File: src/rtl/xirq_pkg.sv
package xirq_pkg;

    localparam int NUM_SRC_DEF = 6;
    localparam int BYTE_W      = 8;
    localparam int LVL_W       = 3;
    localparam int REQ_POS     = 3;
    localparam int POL_POS     = 4;

    typedef struct packed {
        logic             pol;
        logic             req;
        logic [LVL_W-1:0] lvl;
    } ctrl_t;

    function automatic logic [BYTE_W-1:0] ctrl_to_byte(ctrl_t c);
        logic [BYTE_W-1:0] b;
        b                = '0;
        b[LVL_W-1:0]     = c.lvl;
        b[REQ_POS]       = c.req;
        b[POL_POS]       = c.pol;
        return b;
    endfunction

endpackage

File: src/rtl/xirq_edge.sv
module xirq_edge #(
    parameter int STAGES = 2
) (
    input  logic clk,
    input  logic rst,
    input  logic pin,
    input  logic pol,
    input  logic both,
    output logic hit
);
    logic [STAGES-1:0] chain_q;
    logic              prev_q;
    logic              s_now;
    logic              rise;
    logic              fall;

    always_ff @(posedge clk) begin
        if (rst) begin
            chain_q <= '0;
            prev_q  <= 1'b0;
        end else begin
            chain_q <= {chain_q[STAGES-2:0], pin};
            prev_q  <= chain_q[STAGES-1];
        end
    end

    always_comb begin
        s_now = chain_q[STAGES-1];
        rise  = s_now & ~prev_q;
        fall  = ~s_now & prev_q;
        hit   = (rise & (pol | both)) | (fall & (~pol | both));
    end

endmodule

File: src/rtl/xirq_chan.sv
module xirq_chan
    import xirq_pkg::*;
(
    input  logic              clk,
    input  logic              rst,
    input  logic              wr_en,
    input  logic [BYTE_W-1:0] wdata,
    input  logic              hit,
    output ctrl_t             ctrl
);
    always_ff @(posedge clk) begin
        if (rst) begin
            ctrl <= '0;
        end else begin
            if (wr_en) begin
                ctrl.lvl <= wdata[LVL_W-1:0];
                ctrl.pol <= wdata[POL_POS];
            end
            if (hit) begin
                ctrl.req <= 1'b1;
            end else if (wr_en && !wdata[REQ_POS]) begin
                ctrl.req <= 1'b0;
            end
        end
    end

endmodule

File: src/rtl/xirq_bank.sv
module xirq_bank
    import xirq_pkg::*;
#(
    parameter int NUM_SRC     = NUM_SRC_DEF,
    parameter int SYNC_STAGES = 2,
    localparam int AW         = $clog2(NUM_SRC + 1)
) (
    input  logic                     clk,
    input  logic                     rst,
    input  logic [NUM_SRC-1:0]       pin_i,
    input  logic [AW-1:0]            bus_addr,
    input  logic                     bus_we,
    input  logic [BYTE_W-1:0]        bus_wdata,
    output logic [BYTE_W-1:0]        bus_rdata,
    output logic [NUM_SRC*LVL_W-1:0] lvl_o,
    output logic [NUM_SRC-1:0]       pend_o
);
    localparam logic [AW-1:0] BOTH_ADDR = AW'(NUM_SRC);

    ctrl_t              ctrl_q [NUM_SRC];
    logic [NUM_SRC-1:0] both_q;
    logic [NUM_SRC-1:0] edge_hit;
    logic [NUM_SRC-1:0] req_q;

    always_ff @(posedge clk) begin
        if (rst) begin
            both_q <= '0;
        end else if (bus_we && bus_addr == BOTH_ADDR) begin
            both_q <= bus_wdata[NUM_SRC-1:0];
        end
    end

    for (genvar g = 0; g < NUM_SRC; g++) begin : g_src
        logic sel_wr;
        assign sel_wr = bus_we && (bus_addr == AW'(g));

        xirq_edge #(.STAGES(SYNC_STAGES)) edge_i (
            .clk  (clk),
            .rst  (rst),
            .pin  (pin_i[g]),
            .pol  (ctrl_q[g].pol),
            .both (both_q[g]),
            .hit  (edge_hit[g])
        );

        xirq_chan chan_i (
            .clk   (clk),
            .rst   (rst),
            .wr_en (sel_wr),
            .wdata (bus_wdata),
            .hit   (edge_hit[g]),
            .ctrl  (ctrl_q[g])
        );

        assign req_q[g]                 = ctrl_q[g].req;
        assign lvl_o[g*LVL_W +: LVL_W]  = ctrl_q[g].lvl;
        assign pend_o[g]                = ctrl_q[g].req && (ctrl_q[g].lvl != '0);
    end

    always_comb begin
        bus_rdata = '0;
        for (int i = 0; i < NUM_SRC; i++) begin
            if (bus_addr == AW'(i)) begin
                bus_rdata = ctrl_to_byte(ctrl_q[i]);
            end
        end
        if (bus_addr == BOTH_ADDR) begin
            bus_rdata[NUM_SRC-1:0] = both_q;
        end
    end

endmodule

File: config.mk
export PLATFORM = sky130hd
export DESIGN_NAME = xirq_bank
export DESIGN_NICKNAME = d
export VERILOG_FILES = /design/src/rtl/xirq_pkg.sv /design/src/rtl/xirq_edge.sv /design/src/rtl/xirq_chan.sv /design/src/rtl/xirq_bank.sv
export SDC_FILE = /design/constraint.sdc
export NUM_CORES = 1
export LEC_CHECK = 0
export BUFFER_PORTS_ARGS = -buffer_cell sky130_fd_sc_hd__buf_2
export CAP_MARGIN = 20
export CORE_MARGIN = 1
export CORE_UTILIZATION = 45
export DETAILED_ROUTE_END_ITERATION = 10
export PLACE_DENSITY = 0.68
export SETUP_SLACK_MARGIN = 0.05
export SLEW_MARGIN = 20
export SYNTH_ARGS = -nofsm -noshare
export SYNTH_HDL_FRONTEND = slang
export SYNTH_SLANG_ARGS = --single-unit
File: constraint.sdc
create_clock -name clk -period 1.25 [get_ports clk]
set_input_delay 0.125 -clock clk [delete_from_list [all_inputs] [get_ports clk]]
set_output_delay 0.125 -clock clk [all_outputs]
set_load 0.05 [all_outputs]
# Word level (Yosys, flattened, before mapping)
# Cells that the tools add are included.
[totals]
register_bits = 54
input_bits = 20
out_inout_bits = 32
wordCells = 149
[classes]
eq_ne = 6
muxes = 19
bitwise_logic = 60
reduce_logical = 33
[op_table]
columns = ["cell", "n"]
rows = [
  ["two-way mux 8 bit", 5],
  ["AND 1 bit", 24],
  ["logical AND 1 bit", 19],
  ["inverter 1 bit", 18],
  ["bitwise OR 1 bit", 18],
  ["nonzero test 3 bit", 6],
  ["two-way mux 1 bit", 12],
  ["nonzero test 2 bit", 6],
  ["equality test 3 bit, second input constant", 3],
  ["equality test 3 x 2 -> 1 bit, second input constant", 2],
  ["two-way mux 6 bit", 1],
  ["two-way mux 5 bit", 1],
  ["equality test 3 x 1 -> 1 bit, second input constant", 1],
  ["zero test 3 bit", 1],
  ["zero test 1 bit", 1],
]

# Longest topological paths before layout
[depth]
word_depth = 8
mapped_depth = 6
ltp_nobuf = 4

# Hierarchy
# A second synthesis with hierarchy kept.
[hier_totals]
cells_unflattened = 258
area_unflattened_um2 = 2666.3
[by_module_without_submodules]
columns = ["module", "instances", "cells_per_inst", "area_per_inst_um2", "seq_area_each_um2"]
rows = [
  ["xirq_chan", 6, 17, 192.7, 100.1],
  ["xirq_edge", 6, 11, 128.9, 60.1],
  ["xirq_bank", 1, 90, 737.0, 120.1],
]

# Least setup slack after synthesis
# No wires, ideal clock.
[synth_timing]
path_kind = "input port to output port"
start = "input bus_addr[0]"
end = "output bus_rdata[0]"
arrival_time_ps = 1128
path_slack_ps = -3
path_stages = 5
n_path_buf = 1
cell_sequence = "clkbuf_2 nor2b_1 a2bb2oi_1 nor2_1 o21a_1"
[synth_via]
elab_chain_cells = 8
elab_cells_between_ends = 14
classes_between = "6 x eq/ne; 7 x mux; 1 x reduce/logical"
[synth_rtl]
columns = ["item", "line_no", "rtl"]
rows = [
  ["start, declared", "xirq_bank.sv:11", "input logic [AW-1:0] bus_addr,"],
  ["zero test 3 bit", "xirq_bank.sv:63", "if (bus_addr == AW'(i)) begin"],
  ["two-way mux 5 bit", "xirq_bank.sv:63", ""],
  ["two-way mux 8 bit (5 in series)", "xirq_bank.sv:63", ""],
  ["two-way mux 6 bit *", "xirq_bank.sv:67", "if (bus_addr == BOTH_ADDR) begin"],
  ["end, declared", "xirq_bank.sv:14", "output logic [BYTE_W-1:0] bus_rdata,"],
]
# Mark *: on every way between the ends. The rest lies on a longest branch, timed or not.

# Final worst setup path
[layout_timing]
start = "register g_src[3].chan_i.ctrl[3] (netlist name)"
end = "output bus_rdata[3]"
[layout_via]
elab_chain_cells = 4
[layout_rtl]
columns = ["item", "line_no", "rtl"]
rows = [
  ["start, declared", "xirq_chan.sv:9", "output ctrl_t ctrl"],
  ["two-way mux 8 bit (3 in series)", "xirq_bank.sv:63", ""],
  ["two-way mux 6 bit", "xirq_bank.sv:67", ""],
]
# Every way passes these cells.

==> summary.txt <==
Logic synthesis
  – Avg Cell Area, Syn: 9.59 µm²
  – Combinational family with the most area after synthesis: multiplexers
  – Xor and xnor area share after synthesis: 4.17%
  – Synth area leader: dfxtp_1
  – Top cells by area, synth: dfxtp_1 (43%), mux2i_1 (14%), buf_4 (6.3%), nor2_1 (5.2%), nor2b_1 (5.2%)
  – Yosys warns: 0
  – Post-synthesis mux area share: 17.0%
  – Synthesized instance count: 263
  – Post-synth EDFFs: 0
  – Synth top area share: 42.9%
  – Simple-gate share of the synthesized area: 14.3%
  – Top-count cell post-synth: dfxtp_1
  – Yosys cell types: 28
  – FF+latch count, synth: 54
  – Ys async rst share: 0%
  – Sequential area share after synthesis: 42.9%
  – Main flop type after synthesis: dfxtp_1
  – Adder-Cell Fraction of Synth Area: 0%
  – Mapped Area: 2520 µm²
  – Compound-gate portion of the synthesized area: 11.8%
  – Top post-synthesis cells by count: dfxtp_1 (54), mux2i_1 (35), nor2_1 (35)

Route
  – 1st-pass router iterations: 4
  – Via Count: 1,997
  – Number of remaining DRC errors: 0
  – Routed Wire Length: 5690 µm
  – Antenna Nets Post-Route: 0
  – Vias per inst: 5.04
  – WL/cell: 14.4 µm
  – DR iter-0 viols: 86

Timing
  – Worst Slack Setup Final: -425 ps
  – Max-slew violations: 0
  – Setup Skew: 11.0 ps
  – Final setup fails: 9
  – Final worst-path cycle share: 134%
  – Final hold slack: 16.3 ps
  – Final TNS setup: -1820 ps
  – RSZ-0062 raised after global routing: yes
  – Final hold vios: 0
  – Post-layout minimum cycle time: 1680 ps
  – Fmax achieved: 597 MHz

CTS
  – Clk Latency, worst-skew pair: 310 ps
  – Clock edge transition at the registers on the reported setup and hold paths: 90 ps
  – TritonCTS Buffers: 5
  – CTS tree: yes
  – CTS root buffer: clkbuf_8
  – Clock sinks: 54
  – H-Tree Depth: 2
  – Max Root-Sink Buffers: 2

Status
  – Status: finished, violations left
  – Failing checks: setup timing

Floorplanning
  – Core area: 5240 µm²
  – Die width: 76.9 µm
  – Starting density of the core: 48.1%
  – FP Rows: 26
  – Die Area: 5910 µm²
  – Chip height: 76.9 µm
  – IO Pins: 52

Cells and area
  – Area delta synth->final: 29.9%
  – Post-layout instance area: 3280 µm²
  – Final core utilization: 62.5%
  – Final non-filler cell total: 396
  – Share of cells above drive strength 1: 42.9%
  – Antenna diodes: 0
  – NumNets Final: 345

Place
  – Place WS: -200 ps
  – Port bufs: 47
  – Hpwl dp: 3940 µm
  – DP Cell Count: 382
  – RePlAce Congestion: 0.794
  – Placement Cell Area: 2930 µm²

Pwr
  – Worst vdd rail ir drop: 0.708 mV
  – P_leak: 1.60 nW
  – Pwr Total: 3.54 mW
  – PD cells: 1080 nW/µm²

Worst setup path
  – CP Capture Type: output port
  – Worst EP required: 1120 ps
  – WS Path Type: reg -> out
  – Worst EP arrival: 1550 ps
  – Flop2flop setup slack: 290 ps
  – CP max FO: 2
  – Startpoint types: flop

Global routing
  – Initial antenna violation count: 0
  – Global-route wire length before repair: 9120 µm
  – Vias in the first global route: 1,896
  – GRT Total Usage: 19.8%
  – Total grt overflow: 0
  – Largest net degree at the start of global routing: 55

Worst hold path
  – Hold/Removal Path Class: in -> reg

Flow run
  – Max cap viols: 0
-- layout make-up --
cell class	count	area, µm²
multi-input combinational	170	1260
clock inverter	3	40.0
inverter	5	18.8
timing repair buffer	89	698
fill	454	1960
tap	70	87.6
clock buffer	5	68.8
sequential	54	1110
-- cells in the final DEF (no fill, tap or decap), types with 3 or more instances in the layout --
master	instances
inv_1	4
buf_8	4
a21oi_1	6
a32o_1	4
mux2i_1	34
nor2_1	35
o31a_1	6
o21a_2	4
buf_4	33
nand3_2	3
xor2_1	6
mux2_4	3
clkbuf_8	5
dfxtp_1	34
xnor2_1	6
buf_6	16
a2bb2oi_1	3
o21ai_0	15
o22ai_2	4
buf_2	34
nand2_1	7
dfxtp_2	20
nor2b_1	21
-- critical path: stages (launching register included) --
cell     delay, ps
dfxtp_2        330
mux4_2         460
mux2_4         300
buf_6          150
-- metal layers --
layer / track usage (%) / up-vias / wire [µm] / share of wire (%)
met1: 24.0 / 922 / 2590 / 46
li1: - / 1006 / - / -
met3: 4.52 / 16 / 203 / 3.6
met5: 0 / - / 0 / 0
met4: 8.27 / 0 / 180 / 3.2
met2: 33.6 / 53 / 2710 / 48
-- cells by family (layout without fill, tap and decap cells) --
group,Yosys count,after routing
xor gates and xnor gates,12,12
buffers and inverters,40,102
AOI/OAI and AO/OA,45,45
DFF,54,54
other,1,2
muxes,41,41
and+or+nand+nor,70,70
-- sequential cells by signal (all words and copies together) (netlist names) --
| register | cells |
|---|---|
| both_q | 6 |
| g_src.edge_i.prev_q | 6 |
| g_src.edge_i.chain_q | 12 |
| g_src.chan_i.ctrl | 30 |
-- power by group --
group          switching [mW]  total (mW)  internal (mW)
Sequential             0.0381        1.82           1.78
Clock                   0.563        1.15          0.590
Combinational           0.316       0.566          0.250
Total                   0.917        3.54           2.62
-- worst paths after layout --
kind                              startpoint                    endpoint  cells after the start
setup / recovery     g_src[3].chan_i.ctrl[3]                bus_rdata[3]                      3
hold / removal                      pin_i[1]  g_src[1].edge_i.chain_q[0]                      2
setup reg to reg                   both_q[0]     g_src[0].chan_i.ctrl[3]                      4
hold reg to reg   g_src[3].edge_i.chain_q[0]  g_src[3].edge_i.chain_q[1]                      1
-- timing repair --
| item | CTS | global route |
|---|---|---|
| endpoints found under the setup margin | 12 | 13 |
| gates cloned | 0 | 0 |
| hold endpoints to repair | 0 | 0 |
| hold buffers | 0 | 0 |
| gates resized for setup | 56 | 14 |
| buffers inserted | 4 | 3 |
| pin swaps | 13 | 9 |
Note: power is estimated with default switching activity, not from simulation.
